`src/rtl/rstseq_pkg.sv`:
```
package rstseq_pkg;

    typedef enum logic [2:0] {
        PH_IDLE  = 3'd0,
        PH_STAB  = 3'd1,
        PH_DRIVE = 3'd2,
        PH_HOLD  = 3'd3,
        PH_EXT   = 3'd4
    } phase_e;

    localparam int ST_W    = 6;
    localparam int ST_POR  = 0;
    localparam int ST_PIN  = 1;
    localparam int ST_COP  = 2;
    localparam int ST_LVI  = 3;
    localparam int ST_ILOP = 4;
    localparam int ST_ILAD = 5;

endpackage

```
`src/rtl/rstseq_cop_sync.sv`:
```
module rstseq_cop_sync #(
    parameter int STAGES = 2
) (
    input  logic clk_i,
    input  logic por_i,
    input  logic async_i,
    output logic rise_o
);
    // chain_q[STAGES] holds the previous synchronised value for edge detection
    logic [STAGES:0] chain_d, chain_q;

    always_comb begin
        chain_d[0] = async_i;
        for (int i = 1; i <= STAGES; i++) begin
            chain_d[i] = chain_q[i-1];
        end
    end

    always_ff @(posedge clk_i or posedge por_i) begin
        if (por_i) chain_q <= '0;
        else       chain_q <= chain_d;
    end

    assign rise_o = chain_q[STAGES-1] & ~chain_q[STAGES];
endmodule

```
`src/rtl/rstseq_edge.sv`:
```
module rstseq_edge #(
    parameter int W = 3
) (
    input  logic         clk_i,
    input  logic         por_i,
    input  logic [W-1:0] req_i,
    output logic [W-1:0] rise_o
);
    logic [W-1:0] prev_d, prev_q;

    always_comb prev_d = req_i;

    always_ff @(posedge clk_i or posedge por_i) begin
        if (por_i) prev_q <= '0;
        else       prev_q <= prev_d;
    end

    assign rise_o = req_i & ~prev_q;
endmodule

```
`src/rtl/rstseq_pin_mon.sv`:
```
module rstseq_pin_mon #(
    parameter int MIN_LOW = 16
) (
    input  logic clk_i,
    input  logic por_i,
    input  logic pin_i,
    input  logic en_i,
    input  logic pull_i,
    output logic low_o,
    output logic long_o
);
    localparam int LW = $clog2(MIN_LOW + 1);
    localparam logic [LW-1:0] SAT  = LW'(MIN_LOW);
    localparam logic [LW-1:0] LAST = LW'(MIN_LOW - 1);

    logic [LW-1:0] cnt_d, cnt_q;

    // Low seen from outside only: the block's own pull-down is excluded
    assign low_o  = en_i & ~pin_i & ~pull_i;
    assign long_o = low_o & (cnt_q == LAST);

    always_comb begin
        if (!low_o)             cnt_d = '0;
        else if (cnt_q == SAT)  cnt_d = cnt_q;
        else                    cnt_d = cnt_q + LW'(1);
    end

    always_ff @(posedge clk_i or posedge por_i) begin
        if (por_i) cnt_q <= '0;
        else       cnt_q <= cnt_d;
    end
endmodule

```
`src/rtl/rstseq_ctrl.sv`:
```
module rstseq_ctrl
    import rstseq_pkg::*;
#(
    parameter int STAB_CYC = 4096,
    parameter int DRV_CYC  = 32,
    parameter int HOLD_CYC = 32,
    parameter int CNT_W    = 16
) (
    input  logic             clk_i,
    input  logic             por_i,
    input  logic [ST_W-1:0]  req_i,
    input  logic             pin_low_i,
    input  logic             pin_long_i,
    input  logic             status_rd_i,
    output logic             irst_o,
    output logic             pull_o,
    output logic [ST_W-1:0]  status_o,
    output logic [CNT_W-1:0] sys_cnt_o
);
    localparam int MAX_A = (STAB_CYC > DRV_CYC) ? STAB_CYC : DRV_CYC;
    localparam int MAXC  = (MAX_A > HOLD_CYC) ? MAX_A : HOLD_CYC;
    localparam int PW    = $clog2(MAXC + 1);
    localparam logic [PW-1:0] STAB_LAST = PW'(STAB_CYC - 1);
    localparam logic [PW-1:0] DRV_LAST  = PW'(DRV_CYC - 1);
    localparam logic [PW-1:0] HOLD_LAST = PW'(HOLD_CYC - 1);

    typedef struct packed {
        phase_e            ph;
        logic [PW-1:0]     cnt;
        logic [ST_W-1:0]   st;
        logic [CNT_W-1:0]  sys;
    } ctrl_t;

    localparam ctrl_t RST_VAL = '{ph: PH_STAB, cnt: '0,
                                  st: ST_W'(1 << ST_POR), sys: '0};

    ctrl_t d, q;
    logic [ST_W-1:0] set_v;
    logic int_any;

    assign int_any = req_i[ST_COP] | req_i[ST_LVI] | req_i[ST_ILOP] | req_i[ST_ILAD];

    always_comb begin
        d     = q;
        d.sys = q.sys + CNT_W'(1);

        set_v         = req_i;
        set_v[ST_POR] = 1'b0;
        set_v[ST_PIN] = pin_long_i;
        d.st = (status_rd_i ? '0 : q.st) | set_v;

        unique case (q.ph)
            PH_IDLE: begin
                if (pin_low_i) begin
                    d.ph  = PH_EXT;
                    d.cnt = '0;
                end
            end
            PH_STAB: begin
                if (q.cnt == STAB_LAST) begin
                    d.ph  = PH_DRIVE;
                    d.cnt = '0;
                end else begin
                    d.cnt = q.cnt + PW'(1);
                end
            end
            PH_DRIVE: begin
                if (q.cnt == DRV_LAST) begin
                    d.ph  = PH_HOLD;
                    d.cnt = '0;
                end else begin
                    d.cnt = q.cnt + PW'(1);
                end
            end
            PH_HOLD: begin
                if (pin_low_i) begin
                    d.ph  = PH_EXT;
                    d.cnt = '0;
                end else if (q.cnt == HOLD_LAST) begin
                    d.ph  = PH_IDLE;
                    d.cnt = '0;
                end else begin
                    d.cnt = q.cnt + PW'(1);
                end
            end
            PH_EXT: begin
                if (!pin_low_i) begin
                    d.ph  = PH_HOLD;
                    d.cnt = '0;
                end
            end
            default: begin
                d.ph  = PH_IDLE;
                d.cnt = '0;
            end
        endcase

        // Any internal cause restarts the sequence and clears the shared counter
        if (int_any) begin
            d.sys = '0;
            d.cnt = '0;
            d.ph  = req_i[ST_LVI] ? PH_STAB : PH_DRIVE;
        end
    end

    always_ff @(posedge clk_i or posedge por_i) begin
        if (por_i) q <= RST_VAL;
        else       q <= d;
    end

    assign irst_o    = (q.ph != PH_IDLE);
    assign pull_o    = (q.ph == PH_DRIVE);
    assign status_o  = q.st;
    assign sys_cnt_o = q.sys;
endmodule

```
`src/rtl/reset_sequencer.sv`:
```
module reset_sequencer
    import rstseq_pkg::*;
#(
    parameter int          STAB_CYC    = 4096,
    parameter int          DRV_CYC     = 32,
    parameter int          HOLD_CYC    = 32,
    parameter int          MIN_LOW_CYC = 16,
    parameter int          SYNC_STAGES = 2,
    parameter int          CNT_W       = 16,
    parameter logic [15:0] VEC_NORMAL  = 16'hFFFE,
    parameter logic [15:0] VEC_MONITOR = 16'hFEFE
) (
    input  logic             clk_i,
    input  logic             por_i,
    input  logic             cop_req_i,
    input  logic             lvi_req_i,
    input  logic             ill_op_i,
    input  logic             ill_addr_i,
    input  logic             pin_level_i,
    input  logic             pin_rst_en_i,
    input  logic             monitor_i,
    input  logic             status_rd_i,
    output logic             irst_o,
    output logic             pin_pull_o,
    output logic [5:0]       status_o,
    output logic [15:0]      vec_hi_addr_o,
    output logic [15:0]      vec_lo_addr_o,
    output logic [CNT_W-1:0] sys_cnt_o
);
    logic [2:0]      sync_rise;
    logic            cop_rise;
    logic            pin_low, pin_long;
    logic [ST_W-1:0] req_vec;

    rstseq_edge #(.W(3)) u_edge (
        .clk_i  (clk_i),
        .por_i  (por_i),
        .req_i  ({ill_addr_i, ill_op_i, lvi_req_i}),
        .rise_o (sync_rise)
    );

    rstseq_cop_sync #(.STAGES(SYNC_STAGES)) u_cop (
        .clk_i   (clk_i),
        .por_i   (por_i),
        .async_i (cop_req_i),
        .rise_o  (cop_rise)
    );

    rstseq_pin_mon #(.MIN_LOW(MIN_LOW_CYC)) u_pin (
        .clk_i  (clk_i),
        .por_i  (por_i),
        .pin_i  (pin_level_i),
        .en_i   (pin_rst_en_i),
        .pull_i (pin_pull_o),
        .low_o  (pin_low),
        .long_o (pin_long)
    );

    always_comb begin
        req_vec          = '0;
        req_vec[ST_COP]  = cop_rise;
        req_vec[ST_LVI]  = sync_rise[0];
        req_vec[ST_ILOP] = sync_rise[1];
        req_vec[ST_ILAD] = sync_rise[2];
    end

    rstseq_ctrl #(
        .STAB_CYC (STAB_CYC),
        .DRV_CYC  (DRV_CYC),
        .HOLD_CYC (HOLD_CYC),
        .CNT_W    (CNT_W)
    ) u_ctrl (
        .clk_i       (clk_i),
        .por_i       (por_i),
        .req_i       (req_vec),
        .pin_low_i   (pin_low),
        .pin_long_i  (pin_long),
        .status_rd_i (status_rd_i),
        .irst_o      (irst_o),
        .pull_o      (pin_pull_o),
        .status_o    (status_o),
        .sys_cnt_o   (sys_cnt_o)
    );

    assign vec_hi_addr_o = monitor_i ? VEC_MONITOR : VEC_NORMAL;
    assign vec_lo_addr_o = vec_hi_addr_o + 16'd1;
endmodule

```
`config.mk`:
```
export PLATFORM = sky130hd
export DESIGN_NAME = reset_sequencer
export DESIGN_NICKNAME = d
export VERILOG_FILES = /design/src/rtl/rstseq_pkg.sv /design/src/rtl/rstseq_cop_sync.sv /design/src/rtl/rstseq_edge.sv /design/src/rtl/rstseq_pin_mon.sv /design/src/rtl/rstseq_ctrl.sv /design/src/rtl/reset_sequencer.sv
export SDC_FILE = /design/constraint.sdc
export NUM_CORES = 1
export LEC_CHECK = 0
export CAP_MARGIN = 25
export CORE_MARGIN = 1
export CORE_UTILIZATION = 35
export DETAILED_ROUTE_END_ITERATION = 12
export HOLD_SLACK_MARGIN = 0.08
export PLACE_DENSITY = 0.67
export SYNTH_ARGS = -nofsm -noshare
export SYNTH_HDL_FRONTEND = slang
export SYNTH_SLANG_ARGS = --single-unit
```
`constraint.sdc`:
```
create_clock -name clk_i -period 1.8 [get_ports clk_i]
set_input_delay 0.18 -clock clk_i [delete_from_list [all_inputs] [get_ports clk_i]]
set_output_delay 0.18 -clock clk_i [all_outputs]
set_load 0.01 [all_outputs]
```
# == Word-level counts from Yosys, hierarchy flattened ==
# Cells that the tools add are included.
# totals
ff_bits,49
input_bits,10
output_inout_bits,56
elab_cells,58
# op_classes
add_sub_neg,4
eq_ne,14
muxes,16
bitwise_logic,13
reduce_logical,4
# ops
cell,count
16-bit 2-to-1 mux,5
16-bit one-hot mux with 5 select lines,1
13-bit 2-to-1 mux,2
"16-bit by 1-bit adder with 16-bit output, second input constant",1
"13-bit by 1-bit adder with 13-bit output, second input constant",1
"13-bit by 12-bit equality test with 1-bit output, second input constant",1
"13-bit by 5-bit equality test with 1-bit output, second input constant",1
"10-bit by 2-bit adder with 11-bit output, second input constant",1
5-bit 2-to-1 mux,2
3-bit 2-to-1 mux,3
9-bit 2-to-1 mux,1
"3-bit by 1-bit inequality test with 1-bit output, second input constant",3
"3-bit by 2-bit equality test with 1-bit output, second input constant",2
6-bit 2-to-1 mux,1
6-bit bitwise OR,1
"5-bit by 1-bit adder with 5-bit output, second input constant",1
"5-bit by 4-bit equality test with 1-bit output, second input constant",1
"5-bit equality test, second input constant",1
5-bit AND reduction,1
1-bit bitwise AND,4
"4-bit by 1-bit inequality test with 1-bit output, second input constant",1
3-bit bitwise AND,1
"3-bit by 1-bit equality test with 1-bit output, second input constant",1
"3-bit equality test, second input constant",1
9 further kinds,13

# == Logic depth before layout (Yosys ltp) ==
# depth
word_depth,7
ltp_mapped,7
depth_no_buf,6

# == By module ==
# From an unflattened synthesis, not the netlist that was laid out.
# hier_totals
cells_unflattened,288
hier_area_um2,2904.0
# modules_own_cells
module,instances,cells_per_inst,area_per_inst_um2,seq_area_each_um2
rstseq_ctrl,1,212,2090.8,953.4
rstseq_pin_mon,1,30,356.6,125.1
reset_sequencer,1,34,244.0,0.0
rstseq_edge,1,7,120.1,75.1
rstseq_cop_sync,1,5,92.6,75.1

# == Worst setup path after synthesis ==
# No wires, ideal clock.
# synth_path
path_type,flip-flop to flip-flop
start,reg u_ctrl.q[22] in the netlist's numbering
end,reg u_ctrl.q[34] in the netlist's numbering
setup_ps,78
arrival_ps,1712
required_ps,1722
setup_slack_ps,10
path_stages_with_launch,7
n_path_buf,0
period_less_slack_ps,1790
path_cell_list,dfrtp_1 ha_1 nand3_1 or2_0 or3_1 or3_1 a21oi_1
# synth_via
elab_chain_cells,5
word_cells_on_any_way,8
classes_between,1 x add/sub; 2 x eq/ne; 5 x mux
# synth_lines
item,line,rtl
start: declaration,rstseq_ctrl.sv:37,"ctrl_t d, q;"
start signal: assignment,rstseq_ctrl.sv:107,if (por_i) q <= RST_VAL;
start signal: assignment,rstseq_ctrl.sv:108,else q <= d;
13-bit by 1-bit adder with 13-bit output / 13-bit by 5-bit equality test with 1-bit output (equally long branches),--,
13-bit 2-to-1 mux,"rstseq_ctrl.sv:68, rstseq_ctrl.sv:79",
16-bit 2-to-1 mux,rstseq_ctrl.sv:76,if (pin_low_i) begin
16-bit one-hot mux with 5 select lines (*),rstseq_ctrl.sv:52,unique case (q.ph)
16-bit 2-to-1 mux (*),rstseq_ctrl.sv:99,if (int_any) begin
# Every way passes the cells marked *; elsewhere a longest branch is shown, timed or not.
# A chain may end at the register's enable or synchronous reset.

# == Worst setup path after layout ==
# Same ends and word-level chain as after synthesis.

==> run summary <==
Comb power frac: 19.7%
Met1 usage: 16.1%
Antenna-violating nets left: 0
Rows: 32
Mean routed wirelength per cell: 11.7 microns
FF-to-FF End: u_ctrl.q[34]$_DFFE_PP0P_
Fmax achieved: 568 MHz
Setup Viol. Count Final: 0
CP arrival: 2000 ps
Most used routing layer: met2
Post-DP HPWL: 3770 microns
Post-synthesis register bit count: 49
Nets: 362
Layout area overhead: 20.6%
Critical R2R Launch: u_ctrl.q[22]$_DFFE_PP0P_
Die X: 92.1 microns
Crit path max-delay family: simple AND/OR/NAND/NOR gates
Largest net degree at the start of global routing: 50
Synthesized cell area: 0.00284 sq mm
Core ar.: 0.00777 sq mm
Number of synthesized flops with an enable pin: 0
Required @ worst endpoint: 2040 ps
Switching Share: 27.0%
Worst path max stage delay: 380 ps
Met3 Use GR: 3.15%
Setup slack after layout: 39.8 ps
Unrepaired setup endpoints after global routing: yes
Bufs and invs on worst path: 0
Pwr per Cell Area: 716 mW/mm^2
Antenna fix cells: 0
CTS Root Cell: clkbuf_8
Max Cap Viol: 0
Die height: 92.1 microns
Worst skew pair latency: 300 ps
Hold Path Class: in2async
Yosys warns: 0
Initial antenna violation count: 0
Hold_ws: 242 ps
CTS max path bufs: 2
Mapped Avg Cell Area: 9.40 sq um
Reg2reg path depth: 6
# IOs: 66
Via-per-instance ratio: 4.67
Via count: 2,103
Final count of hold timing violations: 0
Layout cells sized above 1: 19.8%
CP most frequent cell: or3_1
Final RePlAce weighted congestion: 0.835
Die area: 0.00848 sq mm
Top cells by area, synth: dfrtp_1, buf_4, nor2_1, xnor2_1, xor2_1
DRC viols: 0
Crit path cell chain: ha_2, nand3_1, or2_1, or3_1, or3_1, a21oi_2
Detailed-router iteration count before antenna repair: 4
CTS tree: done
Pleak: 1.46 nW
Clock transition at path regs: 100 ps
Critical path endpoint category: flip-flop
Run status: complete, no violations
Synth unique cells: 51
Total track usage: 13.0%
Ys async rst share: 100%
Dpl ws: -114 ps
Final Cycle Share: 97.8%
Number of port buffers: 35
Int Pwr: 0.00179 W
Post-synth top area cell: dfrtp_1
Synth Instances: 302
Slowest CP cell: dfrtp_1
Initial drt markers: 95
Pins over their slew limit: 0
Clock buffer count from CTS: 5
Crit start category: flip-flop
Core Util, Final: 44.1%
H-tree depth: 2
Sequential share of the synthesized area: 43.3%
Max VDD drop: 0.000479 V
First-pass GRT wire length: 8890 microns
WL final: 5280 microns
Initial Util: 36.5%
Crit Path Category: reg2reg
Reg-to-reg slack, setup: 40 ps
CTS sink count: 49
Worst Path Max Fanout: 3
Reg power frac: 48.1%
GRT overflow: 0
P_sw: 0.000661 W
Min Tclk post-route: 1760 ps
M2 GR Usage: 22.5%
Post-synth top area share: 41.4%
Clock skew: 13.2 ps
Post-synth top flop: dfrtp_1
Number of global-route vias before repair: 2,031
Clk pwr share: 32.2%
==> worst min-delay path, delay by kind of cell <==
kind / cells / cell delay, ps
buffers and inverters: 3 / 750
==> flip-flops by register name, indices dropped and copies added, names as in the netlist <==
| name | cells |
|---|---|
| u_edge.prev_q | 3 |
| u_ctrl.sys_cnt_o | 16 |
| u_pin.cnt_q | 5 |
| u_ctrl.q | 16 |
| u_cop.chain_q | 3 |
| u_ctrl.status_o | 6 |
==> logic make-up (layout without fill, tap and decap cells) <==
family / Yosys count / after routing / share of synthesized area [%]
AND/OR/NAND/NOR: 102 / 102 / 18.9
buffers and inverters: 76 / 94 / 17.5
flip-flops: 49 / 49 / 43.3
AO/OA/AOI/OAI: 45 / 45 / 10.3
XOR/XNOR: 21 / 21 / 6.74
adder cells (fa/ha/maj): 5 / 5 / 2.20
other: 2 / 30 / 0.265
multiplexers: 2 / 2 / 0.749
==> placed cells by master (no fill, tap or decap), drive strengths merged, types with 5 or more instances in the layout <==
| cell type | count |
|---|---|
| buf | 35 |
| dfrtp | 47 |
| o21ai | 14 |
| conb | 30 |
| nand2b | 5 |
| nor2 | 31 |
| clkdlybuf4s50 | 33 |
| xnor2 | 12 |
| xor2 | 9 |
| nor3 | 8 |
| nand3 | 11 |
| inv | 17 |
| or3 | 5 |
| ha | 5 |
| clkbuf | 5 |
| nand4 | 7 |
| nand2 | 18 |
| a21oi | 10 |
==> timing repair <==
| action | in CTS | in global routing |
|---|---|---|
| pin swaps | 2 | 6 |
| setup endpoints to repair | 6 | 15 |
| hold buffers | 0 | 0 |
| resized for setup | 1 | 15 |
| buffers inserted | 4 | 5 |
==> cells in the mapped netlist (2+ instances only) <==
cell / count
nor2b_1: 2
nand2b_4: 2
xnor2_1: 11
a31oi_1: 3
conb_1: 2
or4_1: 2
clkbuf_1: 3
a21oi_1: 8
nor3_1: 8
o22ai_1: 2
nand4_1: 7
inv_1: 16
nand3_1: 11
nor2_1: 31
buf_4: 54
ha_1: 5
a22oi_1: 2
a21oi_2: 2
buf_2: 2
o211ai_1: 3
dfrtp_1: 47
or3_1: 5
o21ai_0: 13
nand2_1: 18
and3_1: 3
a311oi_1: 3
o31ai_1: 2
nand2b_1: 3
dfstp_2: 2
xor2_1: 9
==> worst max-delay path by stage <==
stage | from | to | slack (ps) | cells past startpoint
after detailed placement | pin_rst_en_i | u_ctrl.q[30]$_DFFE_PP0P_ | -110 | 6
after floorplan | u_ctrl.q[22]$_DFFE_PP0P_ | u_ctrl.q[34]$_DFFE_PP0P_ | 10 | 6
final | u_ctrl.q[22]$_DFFE_PP0P_ | u_ctrl.q[34]$_DFFE_PP0P_ | 40 | 6
after CTS | u_ctrl.q[22]$_DFFE_PP0P_ | u_ctrl.q[34]$_DFFE_PP0P_ | 5 | 6
after global routing | u_ctrl.q[22]$_DFFE_PP0P_ | u_ctrl.q[27]$_DFFE_PP0P_ | -80 | 8
after global placement | pin_rst_en_i | u_ctrl.q[32]$_DFFE_PP0P_ | -80 | 6
==> layer usage <==
layer / part of all wire [%] / vias to the layer above
li1: - / 1030
met1: 45 / 1005
met2: 50 / 61
met3: 4.6 / 7
met4: 1.0 / 0
met5: 0 / -
==> stage by stage <==
step | total power (W) | std cells | cell area [sq um] | setup TNS (ps)
3_5_place_dp | 0.00163 | 433 | 3190 | -325
4_1_cts | 0.00247 | 445 | 3350 | 0
3_3_place_gp | 0.00163 | 433 | 3190 | -180
5_1_grt | 0.00260 | 450 | 3420 | -311
6_report | 0.00245 | 450 | 3420 | 0
2_1_floorplan | 0.00150 | 330 | 2940 | 0
==> cell type report <==
cell class	instances	area, sq um
fillers	749	4340
flip-flops and latches	49	1230
repair buffers	70	639
clock buffers	5	68.8
inverters	16	60.1
well taps	102	128
clock inverters	3	43.8
multi-input cells	205	1250
==> power groups by stage <==
| stage | clock [W] | sequential (W) | combinational (W) |
|---|---|---|---|
| 3_3_place_gp | 0 | 0.00121 | 0.000421 |
| 5_1_grt | 0.000876 | 0.00119 | 0.000535 |
| 6_report | 0.000789 | 0.00118 | 0.000483 |
| 4_1_cts | 0.000820 | 0.00118 | 0.000470 |
| 3_5_place_dp | 0 | 0.00121 | 0.000425 |
| 2_1_floorplan | 0 | 0.00119 | 0.000312 |
Power figures use the tool's default switching activity.
